<file path="src/rtl/xret_pkg.sv">
package xret_pkg;

    typedef enum logic [2:0] {
        ST_IDLE,
        ST_RD_LO,
        ST_RD_HI,
        ST_RETIRE,
        ST_QUIT
    } xr_state_e;

    localparam logic [1:0] LVL_USER = 2'd0;
    localparam logic [1:0] LVL_HYP  = 2'd2;

    localparam logic [6:0]  FIX_TOP  = 7'b1111100;
    localparam logic [15:0] FIX_TAIL = 16'h0A00;
    localparam logic [6:0]  HW_TOP   = 7'b1110100;
    localparam logic [15:0] HW_TAIL  = 16'hC000;
    localparam logic [3:0]  RN_PC    = 4'hF;

    typedef struct packed {
        logic valid;
        logic incr;
        logic wordhi;
        logic wback;
        logic unpred;
    } xr_dec_t;

endpackage

</file>
<file path="src/rtl/xret_decode.sv">
module xret_decode
    import xret_pkg::*;
(
    input  logic [31:0] instr_i,
    input  logic        pair_form_i,
    input  logic        in_cond_i,
    input  logic        last_cond_i,
    output xr_dec_t     dec_o
);

    logic       fix_match;
    logic       hw_match;
    logic [3:0] rn;

    assign rn        = instr_i[19:16];
    assign fix_match = (instr_i[31:25] == FIX_TOP) && !instr_i[22] && instr_i[20];
    // halfword-pair mode: only 00 (down) and 11 (up) are legal
    assign hw_match  = (instr_i[31:25] == HW_TOP) && !instr_i[22] && instr_i[20]
                       && (instr_i[24] == instr_i[23]);

    always_comb begin
        dec_o = '0;
        if (!pair_form_i) begin
            if (fix_match) begin
                dec_o.valid  = 1'b1;
                dec_o.incr   = instr_i[23];
                dec_o.wordhi = (instr_i[24] == instr_i[23]);
                dec_o.wback  = instr_i[21];
                dec_o.unpred = (rn == RN_PC) || (instr_i[15:0] != FIX_TAIL);
            end
        end else begin
            if (hw_match) begin
                dec_o.valid  = 1'b1;
                dec_o.incr   = instr_i[24];
                dec_o.wordhi = 1'b0;
                dec_o.wback  = instr_i[21];
                dec_o.unpred = (rn == RN_PC) || (instr_i[15:0] != HW_TAIL)
                               || (in_cond_i && !last_cond_i);
            end
        end
    end

endmodule

</file>
<file path="src/rtl/xret_frame.sv">
module xret_frame #(
    parameter int AW = 32,
    parameter int DW = 32
) (
    input  logic [AW-1:0] base_i,
    input  logic          incr_i,
    input  logic          wordhi_i,
    output logic [AW-1:0] lo_addr_o,
    output logic [AW-1:0] hi_addr_o,
    output logic [AW-1:0] wb_val_o
);

    localparam int            WORD_BYTES  = DW / 8;
    localparam int            FRAME_BYTES = 2 * WORD_BYTES;
    localparam logic [AW-1:0] WORD_OFF    = AW'(WORD_BYTES);
    localparam logic [AW-1:0] FRAME_OFF   = AW'(FRAME_BYTES);

    logic [AW-1:0] start_addr;

    always_comb begin
        start_addr = incr_i ? base_i : (base_i - FRAME_OFF);
        lo_addr_o  = wordhi_i ? (start_addr + WORD_OFF) : start_addr;
        hi_addr_o  = lo_addr_o + WORD_OFF;
        wb_val_o   = incr_i ? (base_i + FRAME_OFF) : (base_i - FRAME_OFF);
    end

endmodule

</file>
<file path="src/rtl/xret_gate.sv">
module xret_gate
    import xret_pkg::*;
#(
    parameter bit EL0_AS_UNDEF = 1'b1
) (
    input  logic [1:0] level_i,
    input  logic       dec_ok_i,
    output logic       go_o,
    output logic       undef_o
);

    logic is_user;
    logic is_hyp;
    logic user_undef;

    assign is_user = (level_i == LVL_USER);
    assign is_hyp  = (level_i == LVL_HYP);

    generate
        if (EL0_AS_UNDEF) begin : g_user_undef
            assign user_undef = is_user;
        end else begin : g_user_skip
            assign user_undef = 1'b0;
        end
    endgenerate

    assign go_o    = dec_ok_i && !is_hyp && !is_user;
    assign undef_o = !dec_ok_i || is_hyp || user_undef;

endmodule

</file>
<file path="src/rtl/xret_seq.sv">
module xret_seq
    import xret_pkg::*;
#(
    parameter int AW           = 32,
    parameter int DW           = 32,
    parameter bit EL0_AS_UNDEF = 1'b1
) (
    input  logic          clk,
    input  logic          rst_n,
    input  logic          start_i,
    input  logic [31:0]   instr_i,
    input  logic          pair_form_i,
    input  logic [1:0]    level_i,
    input  logic          in_cond_i,
    input  logic          last_cond_i,
    input  logic [AW-1:0] base_i,
    output logic          mem_req_o,
    output logic [AW-1:0] mem_addr_o,
    input  logic          mem_gnt_i,
    input  logic          mem_rvalid_i,
    input  logic [DW-1:0] mem_rdata_i,
    input  logic          mem_err_i,
    output logic          busy_o,
    output logic          ret_o,
    output logic [DW-1:0] new_pc_o,
    output logic [DW-1:0] status_o,
    output logic          wb_en_o,
    output logic [AW-1:0] wb_val_o,
    output logic          undef_o,
    output logic          unpred_o,
    output logic          abort_o
);

    xr_state_e     state_q, state_d;
    xr_dec_t       dec;
    logic          gate_go, gate_undef;
    logic [AW-1:0] lo_addr, hi_addr, wb_val;

    logic [AW-1:0] lo_q, hi_q, wbv_q;
    logic [DW-1:0] pc_q, st_q;
    logic          wbk_q, unp_q, und_q, abt_q, pend_q;
    logic          reading, resp_ok, resp_bad;

    xret_decode u_decode (
        .instr_i     (instr_i),
        .pair_form_i (pair_form_i),
        .in_cond_i   (in_cond_i),
        .last_cond_i (last_cond_i),
        .dec_o       (dec)
    );

    xret_frame #(.AW(AW), .DW(DW)) u_frame (
        .base_i    (base_i),
        .incr_i    (dec.incr),
        .wordhi_i  (dec.wordhi),
        .lo_addr_o (lo_addr),
        .hi_addr_o (hi_addr),
        .wb_val_o  (wb_val)
    );

    xret_gate #(.EL0_AS_UNDEF(EL0_AS_UNDEF)) u_gate (
        .level_i  (level_i),
        .dec_ok_i (dec.valid),
        .go_o     (gate_go),
        .undef_o  (gate_undef)
    );

    assign reading  = (state_q == ST_RD_LO) || (state_q == ST_RD_HI);
    assign resp_ok  = reading && pend_q && mem_rvalid_i && !mem_err_i;
    assign resp_bad = reading && pend_q && mem_rvalid_i && mem_err_i;

    // next-state logic
    always_comb begin
        state_d = state_q;
        unique case (state_q)
            ST_IDLE:   if (start_i) state_d = gate_go ? ST_RD_LO : ST_QUIT;
            ST_RD_LO:  if (resp_bad) state_d = ST_QUIT;
                       else if (resp_ok) state_d = ST_RD_HI;
            ST_RD_HI:  if (resp_bad) state_d = ST_QUIT;
                       else if (resp_ok) state_d = ST_RETIRE;
            ST_RETIRE: state_d = ST_IDLE;
            ST_QUIT:   state_d = ST_IDLE;
            default:   state_d = ST_IDLE;
        endcase
    end

    // state register
    always_ff @(posedge clk) begin
        if (!rst_n) state_q <= ST_IDLE;
        else        state_q <= state_d;
    end

    // operand capture and read tracking
    always_ff @(posedge clk) begin
        if (!rst_n) begin
            lo_q   <= '0;
            hi_q   <= '0;
            wbv_q  <= '0;
            pc_q   <= '0;
            st_q   <= '0;
            wbk_q  <= 1'b0;
            unp_q  <= 1'b0;
            und_q  <= 1'b0;
            abt_q  <= 1'b0;
            pend_q <= 1'b0;
        end else begin
            if (state_q == ST_IDLE && start_i) begin
                lo_q   <= lo_addr;
                hi_q   <= hi_addr;
                wbv_q  <= wb_val;
                wbk_q  <= dec.wback;
                unp_q  <= dec.unpred;
                und_q  <= gate_undef;
                abt_q  <= 1'b0;
                pend_q <= 1'b0;
            end
            if (reading) begin
                if (!pend_q && mem_gnt_i)         pend_q <= 1'b1;
                else if (pend_q && mem_rvalid_i)  pend_q <= 1'b0;
            end
            if (resp_bad) abt_q <= 1'b1;
            if (resp_ok && state_q == ST_RD_LO) pc_q <= mem_rdata_i;
            if (resp_ok && state_q == ST_RD_HI) st_q <= mem_rdata_i;
        end
    end

    // outputs
    always_comb begin
        mem_req_o  = reading && !pend_q;
        mem_addr_o = (state_q == ST_RD_HI) ? hi_q : lo_q;
        busy_o     = (state_q != ST_IDLE);
        ret_o      = (state_q == ST_RETIRE);
        wb_en_o    = (state_q == ST_RETIRE) && wbk_q;
        undef_o    = (state_q == ST_QUIT) && und_q;
        abort_o    = (state_q == ST_QUIT) && abt_q;
        unpred_o   = ((state_q == ST_RETIRE) || (state_q == ST_QUIT)) && unp_q;
        new_pc_o   = pc_q;
        status_o   = st_q;
        wb_val_o   = wbv_q;
    end

    // a request is only raised while an operation is in progress
    p_req_busy_r10: assert property (@(posedge clk) disable iff (!rst_n)
        mem_req_o |-> busy_o);

    // after a grant, no further request until the response
    p_single_out_r10: assert property (@(posedge clk) disable iff (!rst_n)
        (mem_req_o && mem_gnt_i) |=> !mem_req_o);

    // an ungranted request holds with a stable address
    p_hold_addr_r10: assert property (@(posedge clk) disable iff (!rst_n)
        (mem_req_o && !mem_gnt_i) |=> (mem_req_o && $stable(mem_addr_o)));

    // an error response ends in abort and never in a return
    p_err_abort_r11: assert property (@(posedge clk) disable iff (!rst_n)
        (busy_o && !mem_req_o && mem_rvalid_i && mem_err_i) |=> (abort_o && !ret_o && !wb_en_o));

    // hypervisor level is refused with no read
    p_hyp_noload_r7: assert property (@(posedge clk) disable iff (!rst_n)
        (start_i && !busy_o && level_i == LVL_HYP) |=> (undef_o && !mem_req_o));

    // return strobe is one cycle and leaves the block idle
    p_ret_pulse_r5: assert property (@(posedge clk) disable iff (!rst_n)
        ret_o |=> (!ret_o && !busy_o));

endmodule

</file>
<file path="config.mk">
export PLATFORM = sky130hd
export DESIGN_NAME = xret_seq
export DESIGN_NICKNAME = d
export VERILOG_FILES = /design/src/rtl/xret_pkg.sv /design/src/rtl/xret_decode.sv /design/src/rtl/xret_frame.sv /design/src/rtl/xret_gate.sv /design/src/rtl/xret_seq.sv
export SDC_FILE = /design/constraint.sdc
export NUM_CORES = 1
export LEC_CHECK = 0
export BUFFER_PORTS_ARGS = -buffer_cell sky130_fd_sc_hd__clkbuf_2
export CAP_MARGIN = 20
export CORE_MARGIN = 2
export CORE_UTILIZATION = 42
export CTS_BUF_LIST = sky130_fd_sc_hd__clkbuf_4
export DETAILED_ROUTE_END_ITERATION = 10
export PLACE_DENSITY = 0.78
export SLEW_MARGIN = 20
export SYNTH_ARGS = -nofsm -noshare
export SYNTH_HDL_FRONTEND = slang
export SYNTH_SLANG_ARGS = --single-unit
</file>
<file path="constraint.sdc">
create_clock -name clk -period 4.5 [get_ports clk]
set_input_delay 0.225 -clock clk [delete_from_list [all_inputs] [get_ports clk]]
set_output_delay 0.225 -clock clk [all_outputs]
set_load 0.005 [all_outputs]
</file>
==> run metrics <==
status complete, no violations; Synth area leader dfxtp_1; pin count of the biggest net entering global routing 79; routed wire length 28.9 mm; Net Count, Synth 1,403; Final Skew 16.2 ps; CTS resizes 0; commonest non-fill, non-tap cells in the layout nand2_1 (285), clkbuf_2 (240), dfxtp_1 (164), a21oi_1 (155), nor2_1 (95); core area 22,600 sq um; Post-Synth Simple-Gate Area 30.4%; Post-Layout Cell Count 1,824; RSZ-0062 raised after global routing false; Die Y-Extent 155 microns; layout cell share with drive strength beyond 1 23.5%; post-synthesis compound-gate area fraction 16.6%; IO Count 242; Multi-input gate area 5940 sq um; post-synthesis mux area share 4.49%; grt ovf 0; CTS Buf Count 17; Hold Violations, Final 0; vias per cell 5.43; Setup Viol. Count Final 0; Slew headroom 44.1%; area growth from synthesis to layout 21.6%; die area 24,200 sq um; Pleak 0.00466 uW; synthesized flop and latch total 164; Worst Path Max Fanout 6; antenna violations before repair 0; Fillers 2,152; clk_lat worst skew 560 ps; WL per Instance 15.8 microns; hold_buf cts 43; largest cells by area after synthesis dfxtp_1 (34%), nand2_1 (11%), a21oi_1 (8.1%); clk sink count 164; register area 3280 sq um; crit end category flop; Hold WC Path Type input port to flop; fin. max-slew vios 0; RePlAce Congestion 0.890; I/O Buffers 240; number of remaining DRC errors 0; drt pass-1 iters 5; nets@finish 1,638; P per Cell Area 244 nW/um^2; sequential-to-total area share from yosys stat 34.1%; Worst R2R Setup Slack 1990 ps; Vias 9,896; startpoint types input port; adder-cell area share of the yosys netlist 0.650%; Post-Syn Area per Cell 7.46 sq um; setup TNS 0 ps; CTS tree done; CTS H-tree lvls 4; main combinational cell family by area after synthesis simple AND/OR/NAND/NOR gates; Setup Buffers After CTS 0; Yosys warnings 0; critical path launch point base_i[3]; post-synthesis instance total 1,291; commonest non-fill, non-tap cell in the layout nand2_1; first-pass GRT wire length 46.6 mm; ANT nets after route 0; CP Capture Point hi_q[29]$_SDFFE_PN0P_; ANT cells 0; FFs w/ async S/R, synth 0%; clock-pin slew on the worst setup and hold paths 160 ps; time the worst path needs with I/O delays and setup 3900 ps; Mapped Area 9630 sq um; top-area cell type share of the netlist area 34.1%; # placed instances 1,749; highest clock rate 0.256 GHz; Site Rows 55; Max VDD drop 0.122 mV; EDFF count, synth 0; number of global-route vias before repair 9,351; Hold Path Depth 4; post-synthesis cell type count 80; DR iter-0 viols 778; Data required, critical path 4980 ps; post-DP HPWL 21.0 mm; worst r2r dst unp_q$_SDFFE_PN0P_; Worst Tran Pin Value 839 ps; MaxCap Viol Count 0; Top FF cell, synth dfxtp_1; R2R Path Start state_q[1]$_SDFFE_PN0P_; root buffer cell clkbuf_4; maximum root-to-sink buffer count 2; crit path kind input port to flop; Die W 155 microns; All-Layer GR Usage 23.5%; initial core utilization 42.7%; Synth Area in XOR/XNOR 9.37%; Worst R2R Path Depth 5; CP Data Arrival Time 4380 ps; final worst path period share 86.7%
-- how the worst min path moves through the flow --
| stage | from | endpoint | slack [ps] |
|---|---|---|---|
| 2_1_floorplan | base_i[0] | lo_q[0]$_SDFFE_PN0P_ | 360 |
| 6_report | base_i[27] | wb_val_o[27]$_SDFFE_PN0P_ | 70 |
| 3_5_place_dp | wb_val_o[21]$_SDFFE_PN0P_ | wb_val_o[21]$_SDFFE_PN0P_ | 450 |
| 4_1_cts | base_i[27] | wb_val_o[27]$_SDFFE_PN0P_ | 10 |
| 5_1_grt | base_i[18] | wb_val_o[18]$_SDFFE_PN0P_ | 40 |
| 3_3_place_gp | lo_q[17]$_SDFFE_PN0P_ | lo_q[17]$_SDFFE_PN0P_ | 440 |
-- synth_stat cells, types with 14 or more instances --
master / instances
clkbuf_1: 75
and3_1: 14
a211oi_1: 20
xnor2_1: 52
dfxtp_1: 164
or3_1: 19
o21ai_0: 37
nor4_1: 19
mux2_2: 31
a21oi_1: 155
nand3_1: 29
nor2_1: 95
nand2_1: 287
nor3_1: 48
xor2_1: 41
-- per-stage QoR --
| stage | cell area (sq um) | hold slack [ps] | util, % | worst slack (ps) | power (uW) |
|---|---|---|---|---|---|
| after global routing | 11700 | 40.4 | 51.9 | 459 | 3000 |
| after floorplan | 9630 | 361 | - | 70.1 | 1860 |
| after detailed placement | 11000 | 445 | 48.9 | 140 | 2030 |
| after CTS | 11700 | 12.4 | 51.9 | 737 | 2880 |
| after global placement | 11000 | 438 | 48.9 | 200 | 2020 |
| final | 11700 | 74.1 | 51.9 | 600 | 2860 |
-- flip-flops by register name (all words and copies together) (netlist names) --
register and cells:
new_pc_o 32, unp_q 1, wb_val_o 30, status_o 32
lo_q 32, abt_q 1, wbk_q 1, und_q 1
state_q 3, pend_q 1, hi_q 30
-- cells by family (layout without fill, tap and decap cells) --
| kind of cell | after synthesis | in the layout |
|---|---|---|
| flip-flops | 164 | 164 |
| multiplexers | 39 | 39 |
| AND/OR/NAND/NOR | 608 | 608 |
| buffers and inverters | 106 | 354 |
| XOR/XNOR | 98 | 98 |
| AO/OA/AOI/OAI | 271 | 271 |
| adder cells (fa/ha/maj) | 5 | 5 |
-- power by group --
part / internal (uW) / leakage (uW) / switching (uW)
logic: 205 / 0.00318 / 286
registers: 1510 / 0.00134 / 31.0
clock network: 234 / 0.000132 / 588
-- worst max-delay path, stage by stage --
cell and delay (ps):
clkbuf_2 120, inv_1 160, ha_1 260, or4b_1 590
or4_1 530, nand4b_1 210, o221ai_1 230, nand2_1 290
or4_4 570, xor2_2 180, buf_4 150, nand4_1 120
nor3_1 390, a211oi_1 130, nor3b_1 210
-- area by class of cell --
cell class / count / area share, %
sequential: 164 / 28.0
inverter: 12 / 0.406
tap: 285 / 3.04
clock buffer: 17 / 1.09
clock inverter: 15 / 1.06
multi-input combinational: 1021 / 50.7
timing repair buffer: 310 / 15.7
-- metal layers --
layer	track usage (%)	share of wire (%)	vias up
met3	4.68	5.8	37
met4	6.51	1.8	0
li1	-	-	4970
met2	41.0	48	325
met5	0	0	-
met1	29.6	44	4564
Power figures use the tool's default switching activity.
